File: src/rtl/pwm_glb_pkg.sv
package pwm_glb_pkg;

    localparam int CW  = 16;
    localparam int DBW = 8;

    localparam int G_CTRL    = 0;
    localparam int G_PRD     = 1;
    localparam int G_PRD_ACT = 2;
    localparam int CH_BASE   = 8;
    localparam int CH_STRIDE = 8;

    localparam int CTRL_RUN  = 0;
    localparam int CTRL_ARM  = 1;
    localparam int CTRL_SYNC = 2;

    typedef logic [CW-1:0] cnt_t;

    typedef enum logic [2:0] {
        F_SHA  = 3'd0,
        F_SHB  = 3'd1,
        F_CFG  = 3'd2,
        F_DB   = 3'd3,
        F_ACTA = 3'd4,
        F_ACTB = 3'd5
    } ch_field_e;

    typedef struct packed {
        logic sync_ld;
        logic db_en;
        logic en;
    } ch_cfg_t;

    typedef struct packed {
        logic [DBW-1:0] fed;
        logic [DBW-1:0] red;
    } db_cfg_t;

    typedef struct packed {
        cnt_t a;
        cnt_t b;
    } cmp_pair_t;

    function automatic logic [DBW-1:0] sat_inc(input logic [DBW-1:0] v);
        return (&v) ? v : v + 1'b1;
    endfunction

endpackage

File: src/rtl/pwm_timebase.sv
module pwm_timebase
    import pwm_glb_pkg::*;
(
    input  logic clk,
    input  logic rst,
    input  logic run,
    input  logic sync,
    input  cnt_t prd,
    output cnt_t ctr,
    output logic zero
);

    always_ff @(posedge clk) begin
        if (rst) begin
            ctr <= '0;
        end else if (sync) begin
            ctr <= '0;
        end else if (run) begin
            ctr <= (ctr >= prd) ? '0 : ctr + 1'b1;
        end
    end

    assign zero = run && (ctr == '0);

    assert_step_R1: assert property (@(posedge clk) disable iff (rst)
        (run && !sync && ctr < prd) |=> ctr == $past(ctr) + 1'b1);

    assert_hold_R1: assert property (@(posedge clk) disable iff (rst)
        (!run && !sync) |=> $stable(ctr));

    assert_sync_R11: assert property (@(posedge clk) disable iff (rst)
        sync |=> ctr == '0);

endmodule

File: src/rtl/pwm_chan.sv
module pwm_chan
    import pwm_glb_pkg::*;
(
    input  logic      clk,
    input  logic      rst,
    input  logic      wr,
    input  logic [2:0] field,
    input  cnt_t      wdata,
    input  logic      gld,
    input  logic      sync,
    input  cnt_t      ctr,
    output logic      aq,
    output ch_cfg_t   cfg,
    output db_cfg_t   db,
    output cmp_pair_t sh,
    output cmp_pair_t act
);

    logic commit;
    assign commit = gld || (sync && cfg.sync_ld);

    always_ff @(posedge clk) begin
        if (rst) begin
            sh  <= '0;
            act <= '0;
            cfg <= '0;
            db  <= '0;
        end else begin
            if (wr && field == F_SHA) sh.a <= wdata;
            if (wr && field == F_SHB) sh.b <= wdata;
            if (wr && field == F_CFG) cfg  <= ch_cfg_t'(wdata[2:0]);
            if (wr && field == F_DB)  db   <= db_cfg_t'(wdata);
            if (commit)               act  <= sh;
        end
    end

    always_ff @(posedge clk) begin
        if (rst || !cfg.en) begin
            aq <= 1'b0;
        end else if (ctr == act.a) begin
            aq <= 1'b0;
        end else if (ctr == act.b) begin
            aq <= 1'b1;
        end
    end

    assert_act_hold_R3: assert property (@(posedge clk) disable iff (rst)
        !commit |=> $stable(act));

    assert_set_on_b_R8: assert property (@(posedge clk) disable iff (rst)
        (cfg.en && ctr == act.b && ctr != act.a && !(wr && field == F_CFG)) |=> aq);

endmodule

File: src/rtl/pwm_deadband.sv
module pwm_deadband
    import pwm_glb_pkg::*;
(
    input  logic    clk,
    input  logic    rst,
    input  logic    en,
    input  logic    db_en,
    input  logic    aq,
    input  db_cfg_t db,
    output logic    pa,
    output logic    pb
);

    logic [DBW-1:0] hi_cnt;
    logic [DBW-1:0] lo_cnt;

    always_ff @(posedge clk) begin
        if (rst || !en) begin
            hi_cnt <= '0;
            lo_cnt <= '0;
        end else begin
            hi_cnt <= aq ? sat_inc(hi_cnt) : '0;
            lo_cnt <= aq ? '0 : sat_inc(lo_cnt);
        end
    end

    always_comb begin
        if (!en) begin
            pa = 1'b0;
            pb = 1'b0;
        end else if (!db_en) begin
            pa = aq;
            pb = !aq;
        end else begin
            pa = aq && (hi_cnt >= db.red);
            pb = !aq && (lo_cnt >= db.fed);
        end
    end

    assert_no_overlap_R9: assert property (@(posedge clk) disable iff (rst)
        !(pa && pb));

    assert_rise_delay_R9: assert property (@(posedge clk) disable iff (rst)
        (en && db_en && db.red != '0 && $rose(aq)) |-> !pa);

    assert_off_low_R10: assert property (@(posedge clk) disable iff (rst)
        !en |-> (!pa && !pb));

endmodule

File: src/rtl/pwm_glb_load.sv
module pwm_glb_load
    import pwm_glb_pkg::*;
#(
    parameter  int NCH = 4,
    localparam int AW  = $clog2(CH_BASE + NCH * CH_STRIDE)
)
(
    input  logic           clk,
    input  logic           rst,
    input  logic           wr_en,
    input  logic [AW-1:0]  wr_addr,
    input  logic [CW-1:0]  wr_data,
    input  logic           rd_en,
    input  logic [AW-1:0]  rd_addr,
    output logic           rd_valid,
    output logic [CW-1:0]  rd_data,
    output logic [CW-1:0]  ctr_o,
    output logic           zero_o,
    output logic [NCH-1:0] pwm_a,
    output logic [NCH-1:0] pwm_b
);

    localparam int FW = $clog2(CH_STRIDE);
    localparam int IW = AW - FW;

    logic run_q;
    logic arm_q;
    logic ctrl_wr;
    logic arm_wr;
    logic sync_p;
    logic gld;
    cnt_t prd_sh_q;
    cnt_t prd_act_q;
    cnt_t ctr;
    logic zero;

    assign ctrl_wr = wr_en && (wr_addr == AW'(G_CTRL));
    assign arm_wr  = ctrl_wr && wr_data[CTRL_ARM];
    assign sync_p  = ctrl_wr && wr_data[CTRL_SYNC];
    assign gld     = zero && arm_q;

    always_ff @(posedge clk) begin
        if (rst) begin
            run_q     <= 1'b0;
            arm_q     <= 1'b0;
            prd_sh_q  <= '0;
            prd_act_q <= '0;
        end else begin
            if (ctrl_wr) run_q <= wr_data[CTRL_RUN];
            arm_q <= (arm_q && !gld) || arm_wr;
            if (wr_en && wr_addr == AW'(G_PRD)) prd_sh_q <= wr_data;
            if (gld) prd_act_q <= prd_sh_q;
        end
    end

    pwm_timebase u_tb (
        .clk  (clk),
        .rst  (rst),
        .run  (run_q),
        .sync (sync_p),
        .prd  (prd_act_q),
        .ctr  (ctr),
        .zero (zero)
    );

    assign ctr_o  = ctr;
    assign zero_o = zero;

    ch_cfg_t   cfg_v [NCH];
    db_cfg_t   db_v  [NCH];
    cmp_pair_t sh_v  [NCH];
    cmp_pair_t act_v [NCH];

    for (genvar i = 0; i < NCH; i++) begin : g_ch
        logic hit;
        logic aq;
        assign hit = wr_en && (wr_addr[AW-1:FW] == IW'(CH_BASE / CH_STRIDE + i));

        pwm_chan u_ch (
            .clk   (clk),
            .rst   (rst),
            .wr    (hit),
            .field (wr_addr[FW-1:0]),
            .wdata (wr_data),
            .gld   (gld),
            .sync  (sync_p),
            .ctr   (ctr),
            .aq    (aq),
            .cfg   (cfg_v[i]),
            .db    (db_v[i]),
            .sh    (sh_v[i]),
            .act   (act_v[i])
        );

        pwm_deadband u_db (
            .clk   (clk),
            .rst   (rst),
            .en    (cfg_v[i].en),
            .db_en (cfg_v[i].db_en),
            .aq    (aq),
            .db    (db_v[i]),
            .pa    (pwm_a[i]),
            .pb    (pwm_b[i])
        );
    end

    logic [CW-1:0] rd_mux;

    always_comb begin
        rd_mux = '0;
        if (rd_addr == AW'(G_CTRL)) begin
            rd_mux = CW'(run_q);
        end else if (rd_addr == AW'(G_PRD)) begin
            rd_mux = prd_sh_q;
        end else if (rd_addr == AW'(G_PRD_ACT)) begin
            rd_mux = prd_act_q;
        end
        for (int i = 0; i < NCH; i++) begin
            if (rd_addr[AW-1:FW] == IW'(CH_BASE / CH_STRIDE + i)) begin
                case (rd_addr[FW-1:0])
                    F_SHA:   rd_mux = sh_v[i].a;
                    F_SHB:   rd_mux = sh_v[i].b;
                    F_CFG:   rd_mux = CW'(cfg_v[i]);
                    F_DB:    rd_mux = db_v[i];
                    F_ACTA:  rd_mux = act_v[i].a;
                    F_ACTB:  rd_mux = act_v[i].b;
                    default: rd_mux = '0;
                endcase
            end
        end
    end

    always_ff @(posedge clk) begin
        if (rst) begin
            rd_valid <= 1'b0;
            rd_data  <= '0;
        end else begin
            rd_valid <= rd_en;
            if (rd_en) rd_data <= rd_mux;
        end
    end

    assert_arm_clears_R3: assert property (@(posedge clk) disable iff (rst)
        (gld && !arm_wr) |=> !arm_q);

    assert_arm_sticks_R4: assert property (@(posedge clk) disable iff (rst)
        (arm_q && !gld) |=> arm_q);

    assert_arm_reads_zero_R5: assert property (@(posedge clk) disable iff (rst)
        (rd_en && rd_addr == AW'(G_CTRL)) |=> !rd_data[CTRL_ARM]);

    assert_prd_hold_R3: assert property (@(posedge clk) disable iff (rst)
        !gld |=> $stable(prd_act_q));

endmodule

File: config.mk
export PLATFORM = sky130hd
export DESIGN_NAME = pwm_glb_load
export DESIGN_NICKNAME = d
export VERILOG_FILES = /design/src/rtl/pwm_glb_pkg.sv /design/src/rtl/pwm_timebase.sv /design/src/rtl/pwm_chan.sv /design/src/rtl/pwm_deadband.sv /design/src/rtl/pwm_glb_load.sv
export SDC_FILE = /design/constraint.sdc
export NUM_CORES = 1
export LEC_CHECK = 0
export BUFFER_PORTS_ARGS = -buffer_cell sky130_fd_sc_hd__buf_2
export CORE_UTILIZATION = 23
export DETAILED_ROUTE_END_ITERATION = 16
export PLACE_DENSITY = 0.36
export RECOVER_POWER = 25
export SYNTH_ARGS = -nofsm -noshare
export SYNTH_HDL_FRONTEND = slang
export SYNTH_SLANG_ARGS = --single-unit
File: constraint.sdc
create_clock -name clk -period 2.7 [get_ports clk]
set_input_delay 0.135 -clock clk [delete_from_list [all_inputs] [get_ports clk]]
set_output_delay 0.135 -clock clk [all_outputs]
set_load 0.02 [all_outputs]
After elaboration in Yosys (flattened, before gate mapping)
Index checks and enable logic that the tools add are counted.

Bits in registers: 467. Latch bits: 0. Bits in writable memories: 0. Memory bits (read-only): 0. Output and inout port bits: 42. Memories kept: 0.

Add/subtract/negate cells: 9. Multiply operators: 0. Divide/modulo/power cells: 0. $lt $le $gt $ge: 9. Equal/unequal tests: 27. Shift-type cells: 0. Muxes and demuxes: 28. Bitwise gates (word level): 4. Reduce and logical (&&, ||, !) cells: 83.

Operators by type and width (number): 16-bit case mux with 6 select lines (4); 16-bit == test (8); 16-bit 2-to-1 mux (8); 8-bit by 1-bit adder with 8-bit output, second input constant (8); 8-bit greater-or-equal comparator (8); 8-bit AND reduction (8); 1-bit logical AND (39); 2-bit OR reduction (13); 3-bit by 2-bit == test with 1-bit output, second input constant (8); 16-bit by 1-bit adder with 16-bit output, second input constant (1); 16-bit greater-or-equal comparator (1); 16-bit logical NOT (1); 1-bit 2-to-1 mux (16); 3-bit by 1-bit == test with 1-bit output, second input constant (4); 3-bit == test, second input constant (4); 6-bit by 1-bit == test with 1-bit output, second input constant (2); 6-bit logical NOT (2); 1-bit logical NOT (9); 1-bit logical OR (9); 6-bit by 2-bit == test with 1-bit output, second input constant (1); 3-bit logical NOT (2); 1-bit NOT (4).

Depth between registers and ports, before layout
Gate-level depths: netlist of run 1.

Word-level depth: 8. Gate-level depth with buffers: 11. Depth with buffers taken out: 8.

Hierarchy
A second synthesis of run 1 with hierarchy kept.

Cells, all modules: 2975. Area, all modules: 24197.0 um2.

By module, submodules not included: pwm_chan (instances 4, cells each 408, area each 3323.2 um2, sequential area each 1681.6 um2); pwm_glb_load (instances 1, cells each 626, area each 5101.1 um2, sequential area each 1021.0 um2); pwm_deadband (instances 4, cells each 144, area each 1151.1 um2, sequential area each 320.3 um2); pwm_timebase (instances 1, cells each 141, area each 1198.6 um2, sequential area each 320.3 um2).

Worst setup path before layout of run 1
Ideal clock, no wire load.

Kind: reg-to-reg. Start point: register u_tb.ctr[0]. End point: register g_ch[2].u_ch.act[0] (netlist name). Library setup time: 0.132 ns. Arrival: 2.514 ns. Required time: 2.568 ns. Path slack: 0.054 ns. Stages on the path, launching flop included: 11. Buffers on the path: 2. Period minus slack after synthesis: 2.646 ns. Cells stage by stage: dfxtp_1 buf_1 inv_1 ha_1 or4b_1 nor4_4 and2_1 a21oi_1 buf_2 nand2_1 a21oi_1.

Longest elaborated chain between the ends: 4.

RTL lines: from (decl) (line pwm_timebase.sv:9) `output cnt_t ctr,`; from (signal assigned) (line pwm_timebase.sv:19) `ctr <= (ctr >= prd) ? '0 : ctr + 1'b1;`; 16-bit logical NOT (line pwm_timebase.sv:23) `assign zero = run && (ctr == '0);`; 1-bit logical AND (line pwm_timebase.sv:23); net zero_o (line pwm_glb_load.sv:18) `output logic zero_o,`; 1-bit logical AND (line pwm_glb_load.sv:40) `assign gld = zero && arm_q;`; 1-bit logical OR (line pwm_chan.sv:20) `assign commit = gld || (sync && cfg.sync_ld);`; to (signal assigned) (line pwm_chan.sv:33) `if (commit) act <= sh;`; to (decl) (line pwm_chan.sv:16) `output cmp_pair_t act`.

The timed path passes the listed nets, and every way through them passes these cells. A chain may end at the register's enable or synchronous reset.

Worst setup path in the final report of run 1
Start point: register g_ch[2].u_db.lo_cnt[0]. End point: output pwm_b[2].

Longest elaborated chain between the ends: 4.

RTL lines: from (decl) (line pwm_deadband.sv:15) `logic [DBW-1:0] lo_cnt;`; from (signal assigned) (line pwm_deadband.sv:23) `lo_cnt <= aq ? '0 : sat_inc(lo_cnt);`; 8-bit greater-or-equal comparator (line pwm_deadband.sv:36) `pb = !aq && (lo_cnt >= db.fed);`; 1-bit logical AND (line pwm_deadband.sv:36); 1-bit 2-to-1 mux (line pwm_deadband.sv:31) `end else if (!db_en) begin`; 1-bit 2-to-1 mux (line pwm_deadband.sv:28) `if (!en) begin`; to (decl) (line pwm_glb_load.sv:20) `output logic [NCH-1:0] pwm_b`.

Every way passes these cells.

==> flow_metrics.env, run 1 <==
export IMPL_status="finished clean"
export IMPL_clock_skew_ns=0.0161
export IMPL_yosysMostFrequentCell="nand2_1"
export IMPL_fill_cells=11300
export IMPL_p_sw_frac=0.250
export IMPL_die_h_um=324
export IMPL_finalHoldViolations=0
export IMPL_synth_seq_cells=467
export IMPL_startpoint_type="flop"
export IMPL_drv_cap=0
export IMPL_pin_count=74
export IMPL_route_detailed_vias_per_inst=4.81
export IMPL_yosysTopAreaCell="dfxtp_1"
export IMPL_drtIter0Drc=1952
export IMPL_setup_violations_final=0
export IMPL_reg2reg_slack_ns=0.18
export IMPL_reg2reg_to="g_ch[1].u_ch.act[0]"
export IMPL_min_from="wr_data[11]"
export IMPL_switchingPower_w=0.00395
export IMPL_worst_pin_slew_ns=1.44
export IMPL_drive_above_1_share=0.127
export IMPL_hold_path_class="input port to flop"
export IMPL_crit_path_end_kind="output pin"
export IMPL_multiInputGateArea_mm2=0.0132
export IMPL_synth_flop_cell="dfxtp_1"
export IMPL_clockRootBuffer="clkbuf_16"
export IMPL_synth_top_family_by_area="simple AND/OR/NAND/NOR gates"
export IMPL_utilization=0.276
export IMPL_synthAdderAreaFrac=0.0473
export IMPL_synthCells=3004
export IMPL_synth_top_area_frac=0.393
export IMPL_core_area_mm2=0.102
export IMPL_min_to="g_ch[3].u_ch.sh[11]"
export IMPL_gr_usage_all_layers=0.201
export IMPL_clockBufferDepth=3
export IMPL_required_ns=2.57
export IMPL_numCtsBuffers=59
export IMPL_ff_latch_area_mm2=0.00938
export IMPL_synth_edff_count=0
export IMPL_die_w_um=324
export IMPL_comb_power_share=0.052
export IMPL_synth_mux_area_frac=0.0577
export IMPL_crit_type="flop to output pin"
export IMPL_yosys_top_cells_count="nand2_1, dfxtp_1, a21oi_1"
export IMPL_fmax_mhz=387
export IMPL_final_period_utilization=0.957
export IMPL_grt_overflow=0
export IMPL_finalWeightedCongestion=0.829
export IMPL_rows=117
export IMPL_grt_pass1_wl_um=153000
export IMPL_area_growth_pct=18.6
export IMPL_grt_max_degree=79
export IMPL_syn_area_per_cell_um2=7.92
export IMPL_synth_seq_area_share=0.393
export IMPL_grt_pass1_vias=21000
export IMPL_relSlewSlack=0.0399
export IMPL_initial_core_util=0.233
export IMPL_synth_compound_area_frac=0.163
export IMPL_synth_cell_types=61
export IMPL_port_buffers=73
export IMPL_clkPwrFrac=0.509
export IMPL_final_max_slew_viol_count=0
export IMPL_syn_cell_area_mm2=0.0238
export IMPL_placed_cells=4358
export IMPL_ant_nets=0
export IMPL_post_layout_nonfiller_instances=4473
export IMPL_dr_pass1_iters=8
export IMPL_synthXorXnorAreaFrac=0.0611
export IMPL_r2r_start="u_tb.ctr[0]"
export IMPL_synth_area_leaders="dfxtp_1, nand2_1, a21oi_1"
export IMPL_synth_simple_area_share=0.220
export IMPL_grt_antenna_before_repair=4
export IMPL_holdWs_ns=0.0393
export IMPL_async_flop_share=0
export IMPL_htreeDepth=2
export IMPL_leakage_nw=9.32
export IMPL_r2r_cells=9
export IMPL_dp_slack_ns=0.137
export IMPL_finalNetCount=3179
export IMPL_synthesis_nets=3126
export IMPL_clk_latency_ns=0.64
export IMPL_drcViolationCount=0
export IMPL_cts_sink_count=467
export IMPL_cts_clk_slew_worst_paths_ns=0.06
export IMPL_layout_setup_ws_ns=0.115
export IMPL_wl_per_cell_um=23.7
export IMPL_yosysWarnings=0
export IMPL_peakVddDrop_mv=0.446
export IMPL_p_per_area_mw_per_mm2=560
export IMPL_cp_max_fo=4
export IMPL_vias=21500
export IMPL_intPower_w=0.0119
export IMPL_cts_tree="yes"
export IMPL_p_total_w=0.0158
export IMPL_die_area_mm2=0.105
export IMPL_hpwl_um=73100
export IMPL_holdPathStages=3
export IMPL_fin_crit_ns=2.58
export IMPL_pwr_share_seq=0.440
export IMPL_wl_um=106000
export IMPL_crit_arrival_ns=2.45
[sequential cells by signal (all words and copies together) (netlist names)]
name and cells:
run_q 1, u_tb.ctr 16, g_ch.u_ch.db 64, g_ch.u_db.lo_cnt 32, rd_data 16, prd_sh_q 16, g_ch.u_ch.sh 128, arm_q 1
g_ch.u_ch.cfg 12, g_ch.u_db.hi_cnt 32, g_ch.u_ch.aq 4, rd_valid 1, prd_act_q 16, g_ch.u_ch.act 128
[power groups by stage]
stage	sequential [W]	combinational (W)	clock (W)
floorplan	0.00710	0.000369	0
global placement	0.00711	0.000819	0
detailed placement	0.00710	0.000817	0
CTS	0.00695	0.000822	0.00825
global route	0.00695	0.000845	0.00852
finish	0.00695	0.000816	0.00804
[per-stage QoR]
stage                     cell area [um2]  setup TNS [ns]
after CTS                           28200         -0.0222
after global placement              26300               0
after global routing                28200         -0.0116
final                               28200               0
after detailed placement            26300               0
after floorplan                     23800               0
[repair_timing]
item,in CTS,in global routing
hold buffers,1,0
hold endpoints to repair,53,0
setup buffers,0,5
endpoints found under the setup margin,8,9
pin swaps,4,18
resized for setup,27,24
[cells by family (layout without fill, tap and decap cells)]
group,after synthesis,after routing
AOI/OAI and AO/OA,669,669
xor gates and xnor gates,166,166
adders and majority gates,90,90
buffers and inverters,321,420
DFF,467,467
muxes,114,114
other,0,2
and+or+nand+nor,1177,1177
[per-layer routing]
| metal | part of all wire | GRT usage | routed length (um) | up-vias |
|---|---|---|---|---|
| met3 | 0.058 | 0.0391 | 6160 | 145 |
| met5 | 0.00022 | 0 | 23 | - |
| met1 | 0.48 | 0.282 | 50600 | 10400 |
| li1 | - | - | - | 10500 |
| met4 | 0.034 | 0.0683 | 3570 | 4 |
| met2 | 0.43 | 0.306 | 45800 | 556 |
[placed cells by master (no fill, tap or decap), types with 41 or more instances in the layout]
cell type and instances:
dfxtp_1 454, buf_4 113, inv_1 93, a22oi_1 87, nand4_1 47, a21oi_1 386
nor2_1 129, mux2_2 45, xnor2_1 149, nand3_1 114, o21ai_0 50, buf_2 57
mux2i_1 55, clkbuf_1 43, clkbuf_16 60, nand2_1 729, o22ai_1 41, ha_1 90
[critical path: stages, from the launching register on]
cell and delay (ns):
dfxtp_4 0.36, inv_1 0.04, ha_1 0.25, nand2b_1 0.13, a21o_1 0.17, a21o_1 0.19, a211oi_2 0.21, o21ai_1 0.09
and4b_1 0.21, buf_4 0.16
[final cells by class]
cell class,instances,area share
antenna,2,0.000177
clock buffer,92,0.0613
clock inverter,15,0.00674
inverter,93,0.0124
multi-input combinational,2216,0.466
sequential,467,0.332
tap,1368,0.0606
timing repair buffer,220,0.0603
[worst max-delay path by stage]
| stage | cells after the start | from | endpoint |
|---|---|---|---|
| floorplan | 10 | u_tb.ctr[0] | g_ch[2].u_ch.act[0] |
| global placement | 10 | u_tb.ctr[0] | g_ch[3].u_ch.act[25] |
| detailed placement | 10 | u_tb.ctr[0] | g_ch[3].u_ch.act[27] |
| CTS | 9 | g_ch[2].u_db.hi_cnt[0] | pwm_a[2] |
| global route | 9 | g_ch[3].u_db.lo_cnt[0] | pwm_b[3] |
| finish | 9 | g_ch[2].u_db.lo_cnt[0] | pwm_b[2] |
Note: power is estimated with default switching activity, not from simulation.
==> run 2: changes to the inputs <==
--- a/constraint.sdc
+++ b/constraint.sdc
@@ -3,2 +3,2 @@
 set_output_delay 0.135 -clock clk [all_outputs]
-set_load 0.02 [all_outputs]
+set_load 0.05 [all_outputs]
==> run 2 against run 1 <==
Net effect: flip-flop and latch count did not move; first-iteration DRC count fell by 23%; fmax fell by 1.3%; worst setup slack got worse by 0.034 ns; the flow now finishes with violations (max-capacitance violations, max-slew violations); sequential power barely moved; critical endpoint is now pwm_b[3]; count of clock-buffer cells in the layout rose by 3; die area did not move; non-clock buffer count fell by 7; register-to-register slack improved by 0.09 ns; core utilization barely moved; combinational power rose by 1%; hold slack barely moved.
==> flow_metrics.env, run 2 (same netlist as run 1, synthesis figures left out) <==
export IMPL_peakVddDrop_mv=0.457
export IMPL_relSlewSlack=-0.212
export IMPL_cts_sink_count=467
export IMPL_grt_pass1_wl_um=152000
export IMPL_drcViolationCount=0
export IMPL_grt_overflow=0
export IMPL_die_w_um=324
export IMPL_area_growth_pct=18.7
export IMPL_finalHoldViolations=0
export IMPL_fill_cells=11200
export IMPL_finalWeightedCongestion=0.830
export IMPL_clk_latency_ns=0.66
export IMPL_rows=117
export IMPL_largestRegisters="g_ch.u_ch.act x128, g_ch.u_ch.sh x128, g_ch.u_ch.db x64"
export IMPL_grt_max_degree=80
export IMPL_fin_crit_ns=2.62
export IMPL_port_buffers=73
export IMPL_ant_nets=0
export IMPL_layout_commonest_cell="nand2_1"
export IMPL_clock_skew_ns=0.0172
export IMPL_route_detailed_vias_per_inst=4.77
export IMPL_initial_core_util=0.233
export IMPL_cts_tree="yes"
export IMPL_wl_per_cell_um=23.4
export IMPL_cts_clk_slew_worst_paths_ns=0.06
export IMPL_crit_type="flop to output pin"
export IMPL_die_h_um=324
export IMPL_wl_met1_um=47500
export IMPL_crit_arrival_ns=2.48
export IMPL_grt_antenna_before_repair=9
export IMPL_wl_um=105000
export IMPL_drtIter0Drc=1511
export IMPL_fmax_mhz=382
export IMPL_vias=21300
export IMPL_routed_wl_met3_um=5140
export IMPL_top_layer="met5"
export IMPL_drive_above_1_share=0.133
export IMPL_required_ns=2.57
export IMPL_htreeDepth=2
export IMPL_dr_pass1_iters=5
export IMPL_final_design_area_no_fill_mm2=0.0282
export IMPL_setup_tns_final_ns=0
export IMPL_utilization=0.276
export IMPL_clockBufferDepth=3
export IMPL_grt_pass1_vias=20800
export IMPL_final_period_utilization=0.970
export IMPL_core_area_mm2=0.102
export IMPL_detailroute_wirelength_met2_um=49300
export IMPL_hold_path_class="input port to flop"
export IMPL_drv_cap=4
export IMPL_die_area_mm2=0.105
export IMPL_setup_violations_final=0
export IMPL_multiInputGateArea_mm2=0.0132
export IMPL_crit_path_end_kind="output pin"
export IMPL_ff_latch_area_mm2=0.00939
export IMPL_p_per_area_mw_per_mm2=566
export IMPL_clockRootBuffer="clkbuf_16"
export IMPL_worst_pin_slew_ns=1.82
export IMPL_cp_max_fo=4
export IMPL_dpl_instance_area_mm2=0.0261
export IMPL_pin_count=74
export IMPL_leakage_nw=9.35
export IMPL_numCtsBuffers=59
export IMPL_layout_common_cells="nand2_1, dfxtp_1, a21oi_1"
export IMPL_finalNetCount=3172
export IMPL_startpoint_type="flop"
export IMPL_hpwl_um=71800
export IMPL_gr_usage_all_layers=0.199
export IMPL_failed_checks="max-capacitance violations, max-slew violations"
export IMPL_final_max_slew_viol_count=173
export IMPL_status="complete, but fails checks"
-- run 2: cell types whose count changed in the layout (fill, tap and decap cells not counted), sizes merged --
cell,previous run,this run
bufinv,4,3
clkinv,10,11
inv,94,93
clkbuf,117,116
buf,194,191
-- run 2: path summary, 6_finish.rpt --
kind                                from              endpoint  slack (ns)  cells past startpoint
setup / recovery  g_ch[3].u_db.lo_cnt[0]              pwm_b[3]        0.08                      9
hold / removal                wr_addr[0]   g_ch[0].u_ch.cfg[1]        0.04                      5
setup reg to reg             u_tb.ctr[0]  g_ch[3].u_ch.act[30]        0.27                      9
hold reg to reg      g_ch[1].u_ch.sh[17]   g_ch[1].u_ch.sh[17]        0.47                      2
-- run 2: per-layer routing --
metal  track usage  vias to the layer above
li1              -                    10400
met1         0.265                    10300
met2         0.331                      455
met3        0.0298                      119
met4        0.0545                        4
met5             0                        -
-- run 2: repair_timing --
item	4_1_cts	5_1_grt
endpoints found under the hold margin	31	0
setup endpoints to repair	8	14
resized for setup	47	17
buffers inserted	3	6
hold buffers	1	0
pin swaps	10	25
-- run 2: worst max-delay path, cell delays in order, from the launching register on --
cell and delay, ns:
dfxtp_4 0.35, inv_1 0.04, ha_1 0.26, nand2b_4 0.13
a21o_1 0.16, a21o_1 0.16, a211oi_2 0.22, o21ai_1 0.08
and4b_1 0.25, buf_6 0.16
-- run 2: cell type report --
| cell class | instances | share of cell area |
|---|---|---|
| inverters | 93 | 0.0124 |
| flip-flops and latches | 467 | 0.332 |
| clock inverters | 14 | 0.00527 |
| clock buffers | 95 | 0.0649 |
| well taps | 1368 | 0.0606 |
| multi-input cells | 2216 | 0.467 |
| diodes | 2 | 0.000177 |
| repair buffers | 213 | 0.0573 |
-- run 2: per-stage QoR --
step	hold slack [ns]	power (W)	setup slack [ns]	std cells
after floorplan	0.282	0.00750	-0.0253	3004
after global placement	0.460	0.00794	0.229	4347
after detailed placement	0.461	0.00794	0.225	4347
after CTS	0.00851	0.0162	0.000717	4460
after global routing	0.0300	0.0165	-0.0157	4466
final	0.0395	0.0160	0.0817	4468
-- run 2: power breakdown --
| part | internal [W] | leakage (nW) | switching (W) |
|---|---|---|---|
| clock | 0.00489 | 0.986 | 0.00333 |
| sequential | 0.00691 | 3.77 | 0.0000367 |
| combinational | 0.000183 | 4.59 | 0.000641 |
| total | 0.0120 | 9.35 | 0.00401 |
==> run 3: changes to the inputs <==
- CTS_CLUSTER_DIAMETER: default -> 120
- PLACE_DENSITY: 0.36 -> 0.37
- clock period: 2.7 -> 2.4 ns (I/O delays scaled with it)
==> run 3 against run 2 <==
Net effect: the run ends with max-capacitance violations, max-slew violations, negative setup slack left; worst setup slack got worse by 0.15 ns; routed wire length down 0.17%; non-clock buffer count grew 59; global-route usage fell by 0.11 points; clock skew grew 0.013 ns; combinational power is 17% higher; first-iteration DRC count grew 7.5%; sequential power up 13%; clock power increased by 11%; final cell count rose by 1.2%; core utilization rose by 0.68 points.
==> flow_metrics.env, run 3 (same netlist as run 1, synthesis figures left out) <==
export IMPL_required_ns=2.28
export IMPL_grt_pass1_vias=20800
export IMPL_die_area_mm2=0.105
export IMPL_finalWeightedCongestion=0.823
export IMPL_r2r_cells=10
export IMPL_wl_per_cell_um=23.1
export IMPL_finalNetCount=3230
export IMPL_cts_sink_count=467
export IMPL_clockRootBuffer="clkbuf_16"
export IMPL_clock_skew_ns=0.0306
export IMPL_initial_core_util=0.233
export IMPL_cts_tree="yes"
export IMPL_relSlewSlack=-0.277
export IMPL_numCtsBuffers=58
export IMPL_grt_max_degree=65
export IMPL_failed_checks="max-capacitance violations, max-slew violations, negative setup slack"
export IMPL_fill_cells=11200
export IMPL_clockBufferDepth=3
export IMPL_layout_commonest_cell="nand2_1"
export IMPL_path_cells="inv_2, ha_4, nand2b_4, a21o_1, a21o_1, a211oi_2, o21ai_1, and4b_1, buf_6"
export IMPL_drive_above_1_share=0.160
export IMPL_ant_nets=0
export IMPL_layout_common_cells="nand2_1, dfxtp_1, a21oi_1"
export IMPL_cp_max_fo=2
export IMPL_layout_setup_ws_ns=-0.0653
export IMPL_fin_crit_ns=2.47
export IMPL_largestRegisters="g_ch.u_ch.act x128, g_ch.u_ch.sh x128, g_ch.u_ch.db x64"
export IMPL_hpwl_um=72600
export IMPL_drv_cap=1
export IMPL_critical_path_max_stage_delay_ns=0.33
export IMPL_port_buffers=73
export IMPL_holdWs_ns=0.0384
export IMPL_setup_violations_final=7
export IMPL_htreeDepth=2
export IMPL_peakVddDrop_mv=0.608
export IMPL_core_area_mm2=0.102
export IMPL_placed_cells=4389
export IMPL_crit_top_cell="a21o_1"
export IMPL_r2r_start="u_tb.ctr[1]"
export IMPL_leakage_nw=9.72
export IMPL_die_h_um=324
export IMPL_finalHoldViolations=0
export IMPL_reg2reg_to="g_ch[1].u_ch.act[7]"
export IMPL_status="complete, but fails checks"
export IMPL_rsz0062_at_grt="yes"
export IMPL_hold_path_class="input port to flop"
export IMPL_cts_clk_slew_worst_paths_ns=0.06
export IMPL_dr_pass1_iters=5
export IMPL_post_layout_nonfiller_instances=4521
export IMPL_crit_family="compound AO/OA/AOI/OAI gates"
export IMPL_pin_count=74
export IMPL_area_growth_pct=21.6
export IMPL_reg2reg_slack_ns=0.13
export IMPL_wl_um=104000
export IMPL_min_to="g_ch[3].u_ch.sh[5]"
export IMPL_holdPathStages=3
export IMPL_min_from="wr_data[5]"
export IMPL_grt_pass1_wl_um=151000
export IMPL_grt_antenna_before_repair=14
export IMPL_path_buf_inv=2
export IMPL_rows=117
export IMPL_fmax_mhz=406
export IMPL_crit_type="flop to output pin"
export IMPL_p_total_w=0.0179
export IMPL_crit_arrival_ns=2.35
export IMPL_vias=21600
export IMPL_startpoint_type="flop"
export IMPL_drtIter0Drc=1625
export IMPL_final_period_utilization=1.03
export IMPL_die_w_um=324
export IMPL_crit_path_end_kind="output pin"
export IMPL_worst_pin_slew_ns=1.92
export IMPL_gr_usage_all_layers=0.198
export IMPL_route_detailed_vias_per_inst=4.79
export IMPL_drcViolationCount=0
export IMPL_clk_latency_ns=0.66
export IMPL_p_per_area_mw_per_mm2=619
export IMPL_grt_overflow=0
export IMPL_critical_path_slowest_cell="dfxtp_2"
export IMPL_final_max_slew_viol_count=64
==> run 3: changes by cell type in the layout (fill, tap and decap cells not counted), moves of 7 or more <==
| cell | change |
|---|---|
| clkbuf_8 | -7 |
| inv_1 | -8 |
| clkbuf_1 | -7 |
| ha_4 | +8 |
| clkbuf_2 | +7 |
| dfxtp_1 | -12 |
| buf_12 | +8 |
| ha_1 | -8 |
| buf_4 | +44 |
| dfxtp_2 | +10 |
==> run 3: timing repair <==
item,CTS,global route
pin swaps,47,3
hold buffers,5,0
hold endpoints to repair,49,0
resized for setup,98,7
setup endpoints to repair,17,122
buffers inserted,20,2
==> run 3: worst reg2reg max path: cells and delay by family, from the launching register on <==
kind	cells	cell delay [ns]
compound gates	1	0.13
fa+ha+maj	1	0.11
buf+inv	3	0.41
flops	1	0.35
simple gates	5	1.14
==> run 3: area by class of cell <==
| class | count | area, um2 | share of cell area |
|---|---|---|---|
| multi-input cells | 2216 | 13400 | 0.461 |
| repair buffers | 272 | 2180 | 0.0753 |
| clock inverters | 21 | 278 | 0.00960 |
| well taps | 1368 | 1710 | 0.0591 |
| clock buffers | 83 | 1660 | 0.0572 |
| flip-flops and latches | 467 | 9410 | 0.325 |
| inverters | 93 | 359 | 0.0124 |
| diodes | 1 | 2.50 | 0.0000865 |
==> run 3: metal layers <==
| metal | global-route usage | wire length, um | share of wire |
|---|---|---|---|
| met5 | 0 | 25 | 0.00024 |
| met3 | 0.0270 | 5250 | 0.050 |
| met4 | 0.0619 | 3010 | 0.029 |
| met2 | 0.314 | 47600 | 0.46 |
| met1 | 0.275 | 48600 | 0.47 |
==> run 3: report_power, final <==
group          internal (W)  total, W  leakage, nW  switching (W)
clock network       0.00533   0.00912        0.955        0.00379
logic              0.000232  0.000967         4.98       0.000734
registers           0.00777   0.00782         3.78      0.0000435
==> run 3: worst max-delay path by stage <==
stage                                      start              endpoint  cells past startpoint
after floorplan                      u_tb.ctr[0]   g_ch[0].u_ch.act[0]                     10
after global placement               u_tb.ctr[0]  g_ch[0].u_ch.act[20]                     10
after detailed placement             u_tb.ctr[0]  g_ch[0].u_ch.act[25]                     10
after CTS                 g_ch[3].u_db.lo_cnt[0]              pwm_b[3]                      9
after global routing      g_ch[3].u_db.lo_cnt[0]              pwm_b[3]                      9
final                     g_ch[3].u_db.lo_cnt[0]              pwm_b[3]                      9
==> run 3: stage by stage <==
step                worst slack (ns)  instance area (um2)  TNS, ns  utilization
floorplan                     -0.312                23900   -37.90            -
global placement              0.0662                26600        0        0.260
detailed placement            0.0273                26600        0        0.260
CTS                           -0.123                29000   -0.689        0.284
global route                  -0.198                28900    -3.05        0.283
finish                       -0.0653                28900   -0.332        0.283
